### config.mk
export PLATFORM = sky130hd
export DESIGN_NAME = dwt_tracker
export DESIGN_NICKNAME = d
export VERILOG_FILES = /design/src/rtl/dwt_pkg.sv /design/src/rtl/dwt_match.sv /design/src/rtl/dwt_timers.sv /design/src/rtl/dwt_tracker.sv
export SDC_FILE = /design/constraint.sdc
export NUM_CORES = 1
export LEC_CHECK = 0
export BUFFER_PORTS_ARGS = -buffer_cell sky130_fd_sc_hd__buf_2
export CAP_MARGIN = 20
export CORE_MARGIN = 1
export CORE_UTILIZATION = 40
export CTS_CLUSTER_SIZE = 20
export DETAILED_ROUTE_END_ITERATION = 16
export PLACE_DENSITY = 0.56
export SYNTH_ARGS = -nofsm -noshare
export SYNTH_HDL_FRONTEND = slang
export SYNTH_SLANG_ARGS = --single-unit
### constraint.sdc
create_clock -name clk -period 12.1 [get_ports clk]
set_clock_uncertainty 0.1 [all_clocks]
set_input_delay 0.605 -clock clk [delete_from_list [all_inputs] [get_ports clk]]
set_output_delay 0.605 -clock clk [all_outputs]
set_load 0.1 [all_outputs]
### src/rtl/dwt_pkg.sv
package dwt_pkg;
    parameter int DW_CMD  = 4;
    parameter int DW_ADDR = 32;
    parameter int DW_DATA = 32;
    parameter int DW_BE   = DW_DATA / 8;

    typedef enum logic [1:0] {
        TR_OK    = 2'd0,
        TR_RETRY = 2'd1,
        TR_ABORT = 2'd2
    } tgt_res_e;

    typedef enum logic [1:0] {
        ST_PEND = 2'd0,
        ST_DONE = 2'd1,
        ST_ABRT = 2'd2
    } ent_st_e;

    typedef struct packed {
        logic [DW_CMD-1:0]  cmd;
        logic [DW_ADDR-1:0] addr;
        logic [DW_DATA-1:0] data;
        logic [DW_BE-1:0]   be_n;
        ent_st_e            st;
    } dw_entry_t;

    // true when every byte enabled (active low) agrees
    function automatic logic masked_eq(input logic [DW_DATA-1:0] a,
                                       input logic [DW_DATA-1:0] b,
                                       input logic [DW_BE-1:0]   be_n);
        for (int i = 0; i < DW_BE; i++) begin
            if (!be_n[i] && (a[8*i +: 8] != b[8*i +: 8])) return 1'b0;
        end
        return 1'b1;
    endfunction
endpackage

### src/rtl/dwt_match.sv
module dwt_match
    import dwt_pkg::*;
#(
    parameter int DEPTH = 4
) (
    input  dw_entry_t            ents [DEPTH],
    input  logic [DEPTH-1:0]     live,
    input  logic [DW_CMD-1:0]    cmd,
    input  logic [DW_ADDR-1:0]   addr,
    input  logic [DW_DATA-1:0]   data,
    input  logic [DW_BE-1:0]     be_n,
    output logic                 hit,
    output logic [$clog2(DEPTH)-1:0] hit_idx,
    output logic                 hit_full
);
    localparam int IW = $clog2(DEPTH);

    logic [DEPTH-1:0] key_hit;
    logic [DEPTH-1:0] full_ok;

    for (genvar g = 0; g < DEPTH; g++) begin : g_slot
        assign key_hit[g] = live[g] && (ents[g].cmd == cmd) && (ents[g].addr == addr);
        assign full_ok[g] = (ents[g].be_n == be_n) && masked_eq(ents[g].data, data, be_n);
    end

    always_comb begin
        hit      = |key_hit;
        hit_idx  = '0;
        hit_full = 1'b0;
        for (int i = DEPTH - 1; i >= 0; i--) begin
            if (key_hit[i]) begin
                hit_idx  = IW'(i);
                hit_full = full_ok[i];
            end
        end
    end
endmodule

### src/rtl/dwt_timers.sv
module dwt_timers #(
    parameter int CNT_W = 32,
    parameter int TMR_W = 16
) (
    input  logic             clk,
    input  logic             rst,
    input  logic             retry_ev,
    input  logic             att_clr,
    input  logic [CNT_W-1:0] limit,
    input  logic             tmr_load,
    input  logic [TMR_W-1:0] tmr_init,
    input  logic             tmr_run,
    output logic             exhausted,
    output logic             tmr_zero
);
    logic [CNT_W-1:0] att_q;
    logic [TMR_W-1:0] tmr_q;
    logic [CNT_W:0]   att_next;

    assign att_next  = {1'b0, att_q} + 1'b1;
    assign exhausted = retry_ev && (att_next >= {1'b0, limit});
    assign tmr_zero  = (tmr_q == '0);

    always_ff @(posedge clk) begin
        if (rst) begin
            att_q <= '0;
            tmr_q <= '0;
        end else begin
            if (att_clr || exhausted) att_q <= '0;
            else if (retry_ev)        att_q <= att_next[CNT_W-1:0];

            if (tmr_load)                 tmr_q <= tmr_init;
            else if (tmr_run && !tmr_zero) tmr_q <= tmr_q - 1'b1;
        end
    end
endmodule

### src/rtl/dwt_tracker.sv
module dwt_tracker
    import dwt_pkg::*;
#(
    parameter int DEPTH = 4,
    parameter int CNT_W = 32,
    parameter int TMR_W = 16
) (
    input  logic               clk,
    input  logic               rst,
    input  logic               req_valid,
    input  logic [DW_CMD-1:0]  req_cmd,
    input  logic [DW_ADDR-1:0] req_addr,
    input  logic [DW_DATA-1:0] req_data,
    input  logic [DW_BE-1:0]   req_be_n,
    input  logic               req_multi,
    output logic               rsp_valid,
    output logic               rsp_devsel,
    output logic               rsp_trdy,
    output logic               rsp_stop,
    output logic               rsp_retry,
    input  logic               ord_ok,
    output logic               tgt_req,
    output logic [DW_CMD-1:0]  tgt_cmd,
    output logic [DW_ADDR-1:0] tgt_addr,
    output logic [DW_DATA-1:0] tgt_data,
    output logic [DW_BE-1:0]   tgt_be_n,
    input  logic               tgt_ack,
    input  logic [1:0]         tgt_res,
    input  logic [CNT_W-1:0]   cfg_retry_limit,
    input  logic [TMR_W-1:0]   cfg_discard,
    input  logic               cfg_serr_en,
    output logic               err_flag,
    output logic               serr
);
    localparam int PW = $clog2(DEPTH);
    localparam int OW = PW + 1;

    dw_entry_t        ents [DEPTH];
    logic [PW-1:0]    head, tail;
    logic [OW-1:0]    occ;
    logic [DEPTH-1:0] live;
    dw_entry_t        hd;
    tgt_res_e         tres;

    logic          hit, hit_full;
    logic [PW-1:0] hit_idx;
    logic          head_pend, head_done;
    logic          pend_ack, cmpl, retry_ev;
    logic          claim, alloc, exhausted, tmr_zero, discard, pop;

    // slot is live when its distance from head is below the occupancy
    for (genvar g = 0; g < DEPTH; g++) begin : g_live
        logic [PW-1:0] offs;
        assign offs    = PW'(g) - head;
        assign live[g] = ({1'b0, offs} < occ);
    end

    assign hd        = ents[head];
    assign tres      = tgt_res_e'(tgt_res);
    assign head_pend = (occ != '0) && (hd.st == ST_PEND);
    assign head_done = (occ != '0) && (hd.st != ST_PEND);

    assign tgt_req  = head_pend && ord_ok;
    assign tgt_cmd  = hd.cmd;
    assign tgt_addr = hd.addr;
    assign tgt_data = hd.data;
    assign tgt_be_n = hd.be_n;

    dwt_match #(.DEPTH(DEPTH)) u_match (
        .ents     (ents),
        .live     (live),
        .cmd      (req_cmd),
        .addr     (req_addr),
        .data     (req_data),
        .be_n     (req_be_n),
        .hit      (hit),
        .hit_idx  (hit_idx),
        .hit_full (hit_full)
    );

    assign pend_ack = tgt_ack && head_pend;
    assign cmpl     = pend_ack && ((tres == TR_OK) || (tres == TR_ABORT));
    assign retry_ev = pend_ack && (tres == TR_RETRY);

    dwt_timers #(.CNT_W(CNT_W), .TMR_W(TMR_W)) u_timers (
        .clk       (clk),
        .rst       (rst),
        .retry_ev  (retry_ev),
        .att_clr   (pop || cmpl),
        .limit     (cfg_retry_limit),
        .tmr_load  (cmpl),
        .tmr_init  (cfg_discard),
        .tmr_run   (head_done),
        .exhausted (exhausted),
        .tmr_zero  (tmr_zero)
    );

    assign claim   = req_valid && hit && (hit_idx == head) && head_done && hit_full;
    assign alloc   = req_valid && !hit && (occ < OW'(DEPTH));
    assign discard = head_done && tmr_zero && !claim;
    assign pop     = claim || exhausted || discard;

    always_ff @(posedge clk) begin
        if (rst) begin
            head <= '0;
            tail <= '0;
            occ  <= '0;
            for (int i = 0; i < DEPTH; i++) ents[i] <= '0;
            rsp_valid  <= 1'b0;
            rsp_devsel <= 1'b0;
            rsp_trdy   <= 1'b0;
            rsp_stop   <= 1'b0;
            rsp_retry  <= 1'b0;
            err_flag   <= 1'b0;
            serr       <= 1'b0;
        end else begin
            if (alloc) begin
                ents[tail] <= '{cmd: req_cmd, addr: req_addr, data: req_data,
                                be_n: req_be_n, st: ST_PEND};
                tail <= tail + 1'b1;
            end
            if (cmpl) ents[head].st <= (tres == TR_ABORT) ? ST_ABRT : ST_DONE;
            if (pop)  head <= head + 1'b1;
            occ <= occ + OW'(alloc) - OW'(pop);

            rsp_valid <= req_valid;
            if (claim && hd.st == ST_ABRT) begin
                rsp_devsel <= 1'b0;
                rsp_trdy   <= 1'b0;
                rsp_stop   <= 1'b1;
                rsp_retry  <= 1'b0;
            end else if (claim) begin
                rsp_devsel <= 1'b1;
                rsp_trdy   <= 1'b1;
                rsp_stop   <= req_multi;
                rsp_retry  <= 1'b0;
            end else begin
                rsp_devsel <= req_valid;
                rsp_trdy   <= 1'b0;
                rsp_stop   <= req_valid;
                rsp_retry  <= req_valid;
            end

            err_flag <= exhausted || discard;
            serr     <= (exhausted || discard) && cfg_serr_en;
        end
    end
endmodule

Yosys cells after proc, flatten, opt, wreduce, memory -nomap -nowiden:

Index checks and enable logic that the tools add are counted.

* output and inout bits: 80
* input bits: 129
* bits in registers: 358
* logic and storage cells: 264

* eq/ne operators: 32
* reduce and logical (&&, ||, !) cells: 71
* magnitude comparators: 10
* multiplexer cells: 107
* add/sub/neg operators: 10
* bitwise operators: 2

Operators with widths (number)
* $mux 296: 3
* $bwmux 296: 2
* $demux 74 s2: 2
* $mux 74: 3
* $bmux 74 s2: 1
* $eq 32x32->1: 4
* $ne 8x8->1: 16
* $mux 1: 88
* $logic_and 1x1->1: 48
* $add 32x1->33 const B: 1
* $ge 33x32->1: 1
* $eq 4x4->1: 8
* $mux 16: 2
* $logic_not 16->1: 1
* $sub 16x1->16 const B: 1
* $lt 2x3->1: 4
* $mux 2: 6
* $logic_not 1->1: 7
* $ge 3x3->1 const B: 2
* $logic_or 1x1->1: 6
* $lt 3x1->1 const B: 2
* $not 2->3: 2
* $add 2x1->2 const B: 2
* $eq 2x2->1 const B: 2
* other kinds (13): 18

Depth between registers and ports, before layout:

Gate-level depths: netlist (run 1).

* word-level depth: 22
* depth in mapped cells: 25
* mapped depth without buffers: 24

Modules after synthesis:

From an unflattened synthesis (run 1), not the netlist that was laid out.

* cells, all modules: 2384
* area, all modules: 19725.2 um2

Modules (own cells, without submodules)
* dwt_tracker: area an instance 12721.0 um2, seq. area each 6206.0 um2, instances 1, cells each 1484
* dwt_timers: area an instance 3758.6 um2, seq. area each 960.9 um2, instances 1, cells each 485
* dwt_match: area an instance 3245.6 um2, seq. area each 0.0 um2, instances 1, cells each 415

Worst setup path after synthesis (run 1):

No wires, ideal clock.

* path type: register to register
* from: reg head[0]
* to: reg occ[2]
* slack: 6.915 ns
* library setup time: 0.128 ns
* arrival time: 4.957 ns
* cell stages (with the launch flop): 23
* data required time: 11.872 ns
* path buffers: 3
* cell sequence: dfxtp_1 -> buf_2 -> buf_1 -> buf_1 -> inv_1 -> ha_1 -> inv_1 -> ha_1 -> a21oi_1 -> o21ai_1 -> or4_1 -> a41o_1 -> and3_1 -> o2111ai_4 -> and3_1 -> inv_1 -> ha_1 -> inv_1 -> ha_1 -> fa_1 -> xnor2_1 -> xnor2_1 -> nor2_1

* elaborated cells between the ends (all ways): 51
* classes of those cells: 6 x add/sub; 4 x order compare; 1 x eq/ne; 11 x mux; 1 x bitwise; 28 x reduce/logical

RTL lines
* from (decl): line dwt_tracker.sv:39 `logic [PW-1:0] head, tail;`
* from (signal assigned): line dwt_tracker.sv:123 `if (pop) head <= head + 1'b1;`
* $sub 1x2->2 *: line dwt_tracker.sv:54 `assign offs = PW'(g) - head;`
* via g_live[1].offs[0]: line dwt_tracker.sv:53 `logic [PW-1:0] offs;`
* $lt 2x3->1 *: line dwt_tracker.sv:55 `assign live[g] = ({1'b0, offs} < occ);`
* $logic_and 1x1->1 * (2 in a row): line dwt_match.sv:22 `assign key_hit[g] = live[g] && (ents[g].cmd == cmd) && (ents[g].addr == addr);`
* $mux 2 (2 in a row): line dwt_match.sv:31 `if (key_hit[i]) begin`
* $eq 2x2->1: line dwt_tracker.sv:98 `assign claim = req_valid && hit && (hit_idx == head) && head_done && hit_full;`
* $logic_and 1x1->1 (2 in a row): line dwt_tracker.sv:98
* $logic_and 1x1->1 *: line dwt_tracker.sv:98
* $logic_not 1->1: line dwt_tracker.sv:100 `assign discard = head_done && tmr_zero && !claim;`
* $logic_and 1x1->1: line dwt_tracker.sv:100
* $logic_or 1x1->1 *: line dwt_tracker.sv:101 `assign pop = claim || exhausted || discard;`
* via pop: line dwt_tracker.sv:49 `logic claim, alloc, exhausted, tmr_zero, discard, pop;`
* $sub 3x1->3 *: line dwt_tracker.sv:124 `occ <= occ + OW'(alloc) - OW'(pop);`
* to (signal assigned): line dwt_tracker.sv:124
* to (decl): line dwt_tracker.sv:40 `logic [OW-1:0] occ;`

Mark *: on every way through the listed nets, which the timed path passes. The rest lies on a longest branch. The select of a mux whose other input is x is not followed.
A chain may end at the register's enable or synchronous reset.

Final worst setup path (run 1):

* from: reg u_timers.att_q[0]
* to: reg occ[2]

* word-level cells in the longest chain between the ends: 6

Ends and longest elaborated chain
* from (decl): line dwt_timers.sv:16 `logic [CNT_W-1:0] att_q;`
* from (signal assigned): line dwt_timers.sv:30 `else if (retry_ev) att_q <= att_next[CNT_W-1:0];`
* $add 32x1->33: line dwt_timers.sv:20 `assign att_next = {1'b0, att_q} + 1'b1;`
* via u_timers.att_next[14]: line dwt_timers.sv:18 `logic [CNT_W:0] att_next;`
* $ge 33x32->1: line dwt_timers.sv:21 `assign exhausted = retry_ev && (att_next >= {1'b0, limit});`
* $logic_and 1x1->1: line dwt_timers.sv:21
* $logic_or 1x1->1 (2 in a row): line dwt_tracker.sv:101
* via pop: line dwt_tracker.sv:49
* $sub 3x1->3: line dwt_tracker.sv:124

The timed path passes the listed nets, and every way through them passes these cells.

==> results of run 1 <==
==> cells by family after synthesis <==
group	synth area share (%)
buf+inv	6.927
flops	35.11
simple gates	13.93
mux	22.44
compound gates	3.353
xor+xnor	15.19
fa+ha+maj	3.041
==> synth_stat cells (all sizes together) (27+ instances only) <==
library cell	instances
mux2i	290
inv	50
nand3	27
xor2	310
mux4	74
nor2	379
nor4	79
a21oi	52
ha	48
buf	114
clkbuf	58
dfxtp	358
xnor2	44
nand2	46
==> area by class of cell <==
type,count,area (um^2),area share [%]
sequential,358,7174,31.77
tap,672,840.8,3.724
antenna,3,7.507,0.03325
clock inverter,21,126.4,0.5597
multi-input combinational,1495,11830,52.39
timing repair buffer,220,1154,5.109
clock buffer,59,1259,5.575
inverter,50,187.7,0.8312
==> metal layers <==
metal	vias to the layer above	GRT usage [%]
met1	7219	29.37
met5	-	0
met3	66	4.225
li1	7282	-
met4	10	5.327
met2	360	32.83
==> final timing paths <==
kind / slack (ns) / end / from / depth (start not counted)
min reg2reg: 0.37 / ents[223] / ents[223] / 2
min: 0.19 / u_timers.tmr_q[0] / cfg_discard[0] / 3
max reg2reg: 6.51 / occ[2] / u_timers.att_q[0] / 24
max: 6.51 / occ[2] / u_timers.att_q[0] / 24
==> through the flow <==
step | cell area, um^2 | hold WS (ns)
after floorplan | 20410 | 0.3447
final | 22580 | 0.1903
after detailed placement | 21190 | 0.3645
after CTS | 22570 | 0.1690
after global routing | 22580 | 0.1854
after global placement | 21190 | 0.3579
==> worst reg2reg max path, delay by kind of cell, from the launching register on <==
kind	cells	cell delay, ns
AND/OR/NAND/NOR	10	2.19
XOR/XNOR	3	0.52
adder cells (fa/ha/maj)	5	1.34
AO/OA/AOI/OAI	4	0.80
buffers and inverters	2	0.13
flip-flops	1	0.39
==> power by group through the flow <==
stage	clock [W]	combinational, W	sequential, W
3_5_place_dp	0	0.00109	0.00140
4_1_cts	0.00130	0.00110	0.00137
5_1_grt	0.00135	0.00117	0.00139
2_1_floorplan	0	0.000939	0.00138
3_3_place_gp	0	0.00109	0.00139
6_report	0.00127	0.00109	0.00137
==> summary.txt, run 1 <==
Run status
  – Status: finished clean

Timing
  – Fin worst setup slack: 6.507 ns
  – Finish-stage setup viols: 0
  – Setup TNS: 0 ns
  – Fin. max-slew vios: 0
  – Slew at the pin with the worst max-slew slack: 1.092 ns
  – Tmin final: 5.593 ns
  – Fmax: 178.8 MHz
  – Tcrit/Tclk final: 46.22%
  – Unrepaired setup endpoints after global routing: no
  – Final Hold Fails: 0
  – Headroom to the max-slew limit: 27.18%

Synthesis
  – Post-synthesis sequential area ratio: 35.11%
  – Cells after Synth: 2075
  – Cell taking the most area after synthesis: dfxtp_1
  – Synthesized Nets: 2253
  – Synth Cell Area: 20410 um^2
  – Flops & latches, synth: 358
  – Area contributors post-synth: dfxtp_1, mux2i_1, xor2_1
  – EDFF count, synth: 0
  – Yosys cell types: 58
  – Synth warn: 0
  – Asr flop ratio synth: 0%
  – Primary FF master, synth: dfxtp_1
  – Syn Area/Cell: 9.837 um^2
  – Synth top area share: 35.11%

Clocking
  – Clock slew at reported path FFs: 0.06 ns
  – TritonCTS clock tree: built
  – Max clock buf depth: 3
  – # hold bufs at CTS: 0
  – Total CTS buffers: 44
  – Postcts setup bufs: 0
  – CTS-repair resized insts: 0
  – H-tree Lvls: 2
  – Insertion delay to the later sink of the worst-skew pair: 0.58 ns
  – Sink Count: 358
  – Root Buffer: clkbuf_16

Placed design
  – Cell count after placement: 2795
  – I/O Buffers: 208
  – Gpl congestion: 0.8192
  – HPWL after DPL: 38110 um
  – DP Worst Slack: 6.425 ns

Global route
  – Largest net degree at the start of global routing: 220
  – Initial antenna violation count: 8
  – Vias in the first global route: 14624
  – GRT Util Overall: 20.97%
  – First-pass GRT wire length: 85410 um
  – Grt ovf: 0

Setup path
  – Most used cell along the critical path: ha_1
  – Worst stage delay on the critical path: 0.54 ns
  – Critical path fanouts, max: 5
  – Crit Path Category: flop to flop
  – CP required: 12.41 ns
  – Critical path capture point type: flop
  – Startpoint Class: flop
  – CP max-delay cell: nor3_1
  – Cell chain of the critical path: ha_1 > and3_1 > and3_1 > nand3_1 > nor3_1 > nand3_1 > xnor2_1 > ha_1 > nand4_1 > nor4_1 > a21oi_1 > o211ai_1 > a21oi_1 > nor4_1 > o21ai_0 > and3_1 > inv_1 > ha_1 > inv_1 > ha_1 > fa_1 > xnor2_1 > xnor2_1 > nor2_1
  – Worst Path Arrival: 5.91 ns
  – Worst Path Buf+Inv: 2
  – CP top delay family: simple AND/OR/NAND/NOR gates

Layout
  – Share of post-route cells with drive strength above 1: 17.43%
  – Final std cells w/o fill: 2878
  – Layout area overhead: 10.62%
  – Commonest non-fill, non-tap cells in the layout: nor2_1, dfxtp_1, xor2_1
  – Commonest non-fill, non-tap cell in the layout: nor2_1
  – Fill count: 4890
  – Nets@finish: 2347
  – Layout Utilization: 44.91%

Power
  – Pint: 0.002355 W
  – Power per standard cell area: 165.5 nW/um^2
  – Reg power frac: 36.7%
  – Total power: 0.003736 W
  – Clk pwr share: 34.0%
  – Leak Pwr: 11.32 nW
  – Worst VDD drop: 0.0001039 V
  – Sw frac: 36.97%
  – Combinational share of power: 29.3%
  – NetSw: 0.001381 W

Die
  – Num rows: 82
  – Die Y: 227.9 um
  – Core ar.: 50270 um^2
  – Top-Level Pins: 209
  – Die Area: 51930 um^2
  – Die Width: 227.9 um
  – Initial Utilization: 40.60%

Flow run
  – Max cap viols: 0

Routing
  – Final ANT Viol Nets: 0
  – Initial DRT Pass Iterations: 5
  – Max layer used: met5
  – Vias/cell: 5.190
  – Via Count: 14937
  – Drt drc: 0
  – Met1 Wirelength: 26250 um
  – DR WL/cell: 19.34 um
  – Initial drt markers: 893
  – Met2 WL post-DR: 25260 um
  – Routed wl met3: 3218 um
  – Routed wire length: 55670 um

Hold path
  – Worst hold-check path type: input pin to flop
Power figures use the tool's default switching activity.
==> run 2: changes to the inputs <==
Settings changed: PLACE_DENSITY 0.56 to 0.58.
Clock period 12.1 ns to 4.71 ns, I/O delays scaled along.
==> summary.txt, run 2 (synthesized netlist as in run 1, its figures left out) <==
Run status
  – Status: finished clean

Timing
  – Headroom to the max-slew limit: 28.21%
  – Setup TNS: 0 ns
  – Unrepaired setup endpoints after global routing: yes
  – Finish-stage setup viols: 0
  – Tmin final: 4.582 ns
  – Tcrit/Tclk final: 97.27%
  – Fmax: 218.3 MHz
  – Slew at the pin with the worst max-slew slack: 1.077 ns
  – Hold Slack: 0.09046 ns
  – Final Hold Fails: 0
  – Fin. max-slew vios: 0

Routing
  – Vias/cell: 5.163
  – Drt drc: 0
  – DR WL/cell: 18.88 um
  – Routed wire length: 57270 um
  – Initial drt markers: 983
  – Initial DRT Pass Iterations: 5
  – Final ANT Viol Nets: 0
  – Via Count: 15664

Flow run
  – Max cap viols: 0

Clocking
  – Sink Count: 358
  – Max clock buf depth: 3
  – Root Buffer: clkbuf_16
  – TritonCTS clock tree: built
  – Total CTS buffers: 43
  – H-tree Lvls: 2
  – Insertion delay to the later sink of the worst-skew pair: 0.57 ns
  – Clock slew at reported path FFs: 0.06 ns

Die
  – Num rows: 82
  – Die Area: 51930 um^2
  – Initial Utilization: 40.60%
  – Die Y: 227.9 um
  – Core ar.: 50270 um^2
  – Top-Level Pins: 209
  – Die Width: 227.9 um

Placed design
  – HPWL after DPL: 38970 um
  – I/O Buffers: 208
  – Gpl congestion: 0.8809

Setup path
  – Worst stage delay on the critical path: 0.37 ns
  – Crit Path Category: flop to flop
  – Critical path capture point type: flop
  – CP max-delay cell: fa_2
  – Critical path fanouts, max: 4
  – CP required: 5.02 ns
  – Worst Path Arrival: 4.89 ns
  – Startpoint Class: flop
  – Most used cell along the critical path: and3_4

Global route
  – Initial antenna violation count: 2
  – GRT Util Overall: 21.57%
  – First-pass GRT wire length: 88810 um
  – Vias in the first global route: 15562
  – Grt ovf: 0
  – Largest net degree at the start of global routing: 171

Layout
  – Multi-input gate area: 12040 um^2
  – Commonest non-fill, non-tap cell in the layout: nor2_1
  – Commonest non-fill, non-tap cells in the layout: nor2_1, dfxtp_1, xor2_1
  – Reg area: 7189 um^2
  – Share of post-route cells with drive strength above 1: 20.71%
  – Fill count: 4759
  – Layout area overhead: 18.97%
  – Nets@finish: 2509

Hold path
  – Worst hold-check path type: input pin to flop

Power
  – Worst VDD drop: 0.0003178 V
  – Leak Pwr: 12.12 nW
  – Power per standard cell area: 398.1 nW/um^2
-- run 2: cell types whose count changed in the layout (fill, tap and decap cells not counted), moves of 5 or more --
cell / previous run / this run
dfxtp_2: 0 / 9
nand3_1: 27 / 21
dlygate4sd3_1: 0 / 93
buf_12: 1 / 7
buf_4: 11 / 75
dfxtp_1: 356 / 346
clkinv_2: 14 / 9
-- run 2: final timing paths --
kind | startpoint | to | slack, ns | cells after the start
worst max-delay path | u_timers.att_q[1] | occ[2] | 0.13 | 26
worst min-delay path | rst | u_timers.tmr_q[5] | 0.09 | 2
worst max register to register | u_timers.att_q[1] | occ[2] | 0.13 | 26
worst min register to register | ents[149] | ents[149] | 0.37 | 2
-- run 2: layout make-up --
type | instances | area share (%)
Sequential cell | 358 | 29.61
Antenna cell | 1 | 0.01031
Inverter | 50 | 0.7729
Clock inverter | 12 | 0.3195
Multi-Input combinational cell | 1495 | 49.57
Clock buffer | 63 | 5.199
Tap cell | 672 | 3.462
Timing Repair Buffer | 383 | 11.06
-- run 2: timing repair --
| action | CTS | global route |
|---|---|---|
| gates resized for setup | 12 | 43 |
| pin swaps | 5 | 25 |
| endpoints found under the hold margin | 314 | 0 |
| hold buffers | 93 | 0 |
| setup endpoints to repair | 2 | 2 |
| setup buffers | 3 | 11 |
-- run 2: power by group --
part           internal (W)  switching (W)  leakage (nW)
registers           0.00329       0.000236          2.91
logic              0.000978        0.00196          8.54
clock network       0.00185        0.00135         0.666
total               0.00612        0.00355          12.1
-- run 2: stage by stage --
step	setup slack [ns]	cell area [um^2]	total power [W]	util [%]	cells
floorplan	0.009458	20420	0.005952	-	2075
global placement	-0.07641	21690	0.006412	43.14	2852
detailed placement	-0.2003	21690	0.006445	43.14	2852
CTS	0.008444	24040	0.009751	47.81	3023
global route	-0.1091	24280	0.01011	48.30	3034
finish	0.1285	24280	0.009667	48.30	3034
-- run 2: critical path, delay by kind of cell (launching register included) --
kind / cells / cell delay, ns
XOR/XNOR: 3 / 0.46
AND/OR/NAND/NOR: 10 / 1.29
buffers and inverters: 4 / 0.39
flip-flops: 1 / 0.36
adder cells (fa/ha/maj): 5 / 1.25
AO/OA/AOI/OAI: 4 / 0.57
-- run 2: per-layer routing --
layer	global-route usage, %	vias up	share of wire [%]
met5	0	-	0.023
met4	5.893	2	2.2
met3	4.225	79	5.3
met2	34.67	370	46
met1	29.41	7619	46
li1	-	7594	-
==> run 3: changes to the inputs <==
Settings changed: MAX_ROUTING_LAYER set to met4.
==> summary.txt, run 3 (synthesized netlist as in run 1, its figures left out) <==
Global route
  – Initial antenna violation count: 2
  – Largest net degree at the start of global routing: 171
  – Grt ovf: 0
  – GRT Util Overall: 22.24%
  – First-pass GRT wire length: 88770 um
  – Vias in the first global route: 15550

Setup path
  – Startpoint Class: flop
  – Worst Path Arrival: 4.89 ns
  – Crit Path Category: flop to flop
  – CP required: 5.02 ns
  – Cell chain of the critical path: nand3_4 > or3_4 > nor4_4 > buf_4 > nand3_4 > xnor2_2 > ha_1 > a21o_1 > a21o_1 > a221oi_1 > nand2_1 > o21ai_2 > and3_4 > inv_1 > ha_1 > inv_1 > ha_2 > fa_2 > xnor2_2 > xnor2_1 > nor2_1
  – CP max-delay cell: or3_4
  – Worst stage delay on the critical path: 0.44 ns
  – Critical path fanouts, max: 3
  – Critical path capture point type: flop

Clocking
  – Total CTS buffers: 43
  – Clock slew at reported path FFs: 0.06 ns
  – Insertion delay to the later sink of the worst-skew pair: 0.57 ns
  – Root Buffer: clkbuf_16
  – Max clock buf depth: 3
  – H-tree Lvls: 2
  – TritonCTS clock tree: built
  – Sink Count: 358

Die
  – Die Area: 51930 um^2
  – Die Width: 227.9 um
  – Num rows: 82
  – Initial Utilization: 40.60%
  – Top-Level Pins: 209
  – Core ar.: 50270 um^2
  – Die Y: 227.9 um

Flow run
  – Max cap viols: 0

Power
  – Reg power frac: 36.4%
  – NetSw: 0.003548 W
  – Worst VDD drop: 0.0003173 V
  – Power per standard cell area: 397.9 nW/um^2
  – Combinational share of power: 30.4%
  – Pint: 0.006116 W
  – Leak Pwr: 12.12 nW
  – Total power: 0.009664 W
  – Sw frac: 36.71%
  – Clk pwr share: 33.1%

Layout
  – Commonest non-fill, non-tap cells in the layout: nor2_1, dfxtp_1, xor2_1
  – Final std cells w/o fill: 3036
  – Commonest non-fill, non-tap cell in the layout: nor2_1
  – Final non-filler cell area: 24290 um^2
  – Layout area overhead: 19.00%
  – Nets@finish: 2509
  – Share of post-route cells with drive strength above 1: 20.71%

Placed design
  – Cell count after placement: 2852
  – I/O Buffers: 208
  – DP Worst Slack: -0.2003 ns
  – Gpl congestion: 0.8954
  – Area after DPL: 21690 um^2
  – HPWL after DPL: 38970 um

Timing
  – Headroom to the max-slew limit: 29.28%
  – Fin. max-slew vios: 0
  – Finish-stage setup viols: 0
  – Tcrit/Tclk final: 97.22%
  – Final Hold Fails: 0
  – Fmax: 218.4 MHz
  – Fin worst setup slack: 0.1310 ns
  – Tmin final: 4.579 ns
  – Slew at the pin with the worst max-slew slack: 1.061 ns
  – Unrepaired setup endpoints after global routing: yes

Routing
  – Routed wire length: 57330 um
  – Vias/cell: 5.183
  – Drt drc: 0
  – Final ANT Viol Nets: 0
  – Via Count: 15737
  – DR WL/cell: 18.88 um
  – Initial drt markers: 1088
  – Initial DRT Pass Iterations: 5

Run status
  – Status: finished clean

Hold path
  – Worst hold-check path type: input pin to flop
## run 3: cell types whose count changed in the layout (fill, tap and decap cells not counted)
cell / previous run / this run
diode_2: 1 / 3
o21ai_0: 11 / 10
o21ai_1: 2 / 3
## run 3: path summary, 6_finish.rpt
kind	from	to	slack [ns]	depth (start not counted)
hold reg to reg	ents[149]	ents[149]	0.37	2
setup / recovery	u_timers.att_q[8]	occ[2]	0.13	21
setup reg to reg	u_timers.att_q[8]	occ[2]	0.13	21
hold / removal	rst	u_timers.tmr_q[5]	0.09	2
## run 3: metal layers
metal  routed length (um)  up-vias  share of wire (%)  track usage, %
met3                 3218       88                5.6           4.213
li1                     -     7599                  -               -
met5                    0        -                  0               -
met2                26540      404                 46           34.67
met1                26330     7646                 46           29.45
met4                 1242        0                2.2           5.893
## run 3: power groups by stage
stage | sequential [W] | clock [W] | combinational, W
after floorplan | 0.00354 | 0 | 0.00241
after global placement | 0.00357 | 0 | 0.00284
after detailed placement | 0.00358 | 0 | 0.00286
after CTS | 0.00352 | 0.00329 | 0.00294
after global routing | 0.00356 | 0.00343 | 0.00312
final | 0.00352 | 0.00320 | 0.00294
## run 3: repair_timing
action	in CTS	in global routing
endpoints found under the setup margin	2	2
hold buffers	93	0
pin swaps	5	26
buffers inserted	3	11
gates resized for setup	12	44
endpoints found under the hold margin	314	0
## run 3: critical path, delay by kind of cell (launching register included)
| kind | cells | cell delay, ns |
|---|---|---|
| adder cells (fa/ha/maj) | 4 | 1.10 |
| AND/OR/NAND/NOR | 7 | 1.32 |
| AO/OA/AOI/OAI | 4 | 0.82 |
| XOR/XNOR | 3 | 0.48 |
| buffers and inverters | 3 | 0.25 |
| flip-flops | 1 | 0.35 |
## run 3: layout make-up
class / count / area, um^2
fill: 4759 / 25980
multi-input combinational: 1495 / 12040
sequential: 358 / 7189
timing repair buffer: 383 / 2685
clock buffer: 63 / 1262
tap: 672 / 840.8
inverter: 50 / 187.7
clock inverter: 12 / 77.57
antenna: 3 / 7.507
## run 3: per-stage QoR
step,hold slack (ns),setup TNS (ns),util [%]
finish,0.09489,0,48.31
CTS,0.1111,0,47.81
global route,0.1356,-0.06041,48.31
detailed placement,0.3637,-0.2702,43.14
floorplan,0.2850,0,-
global placement,0.3536,-0.07641,43.14
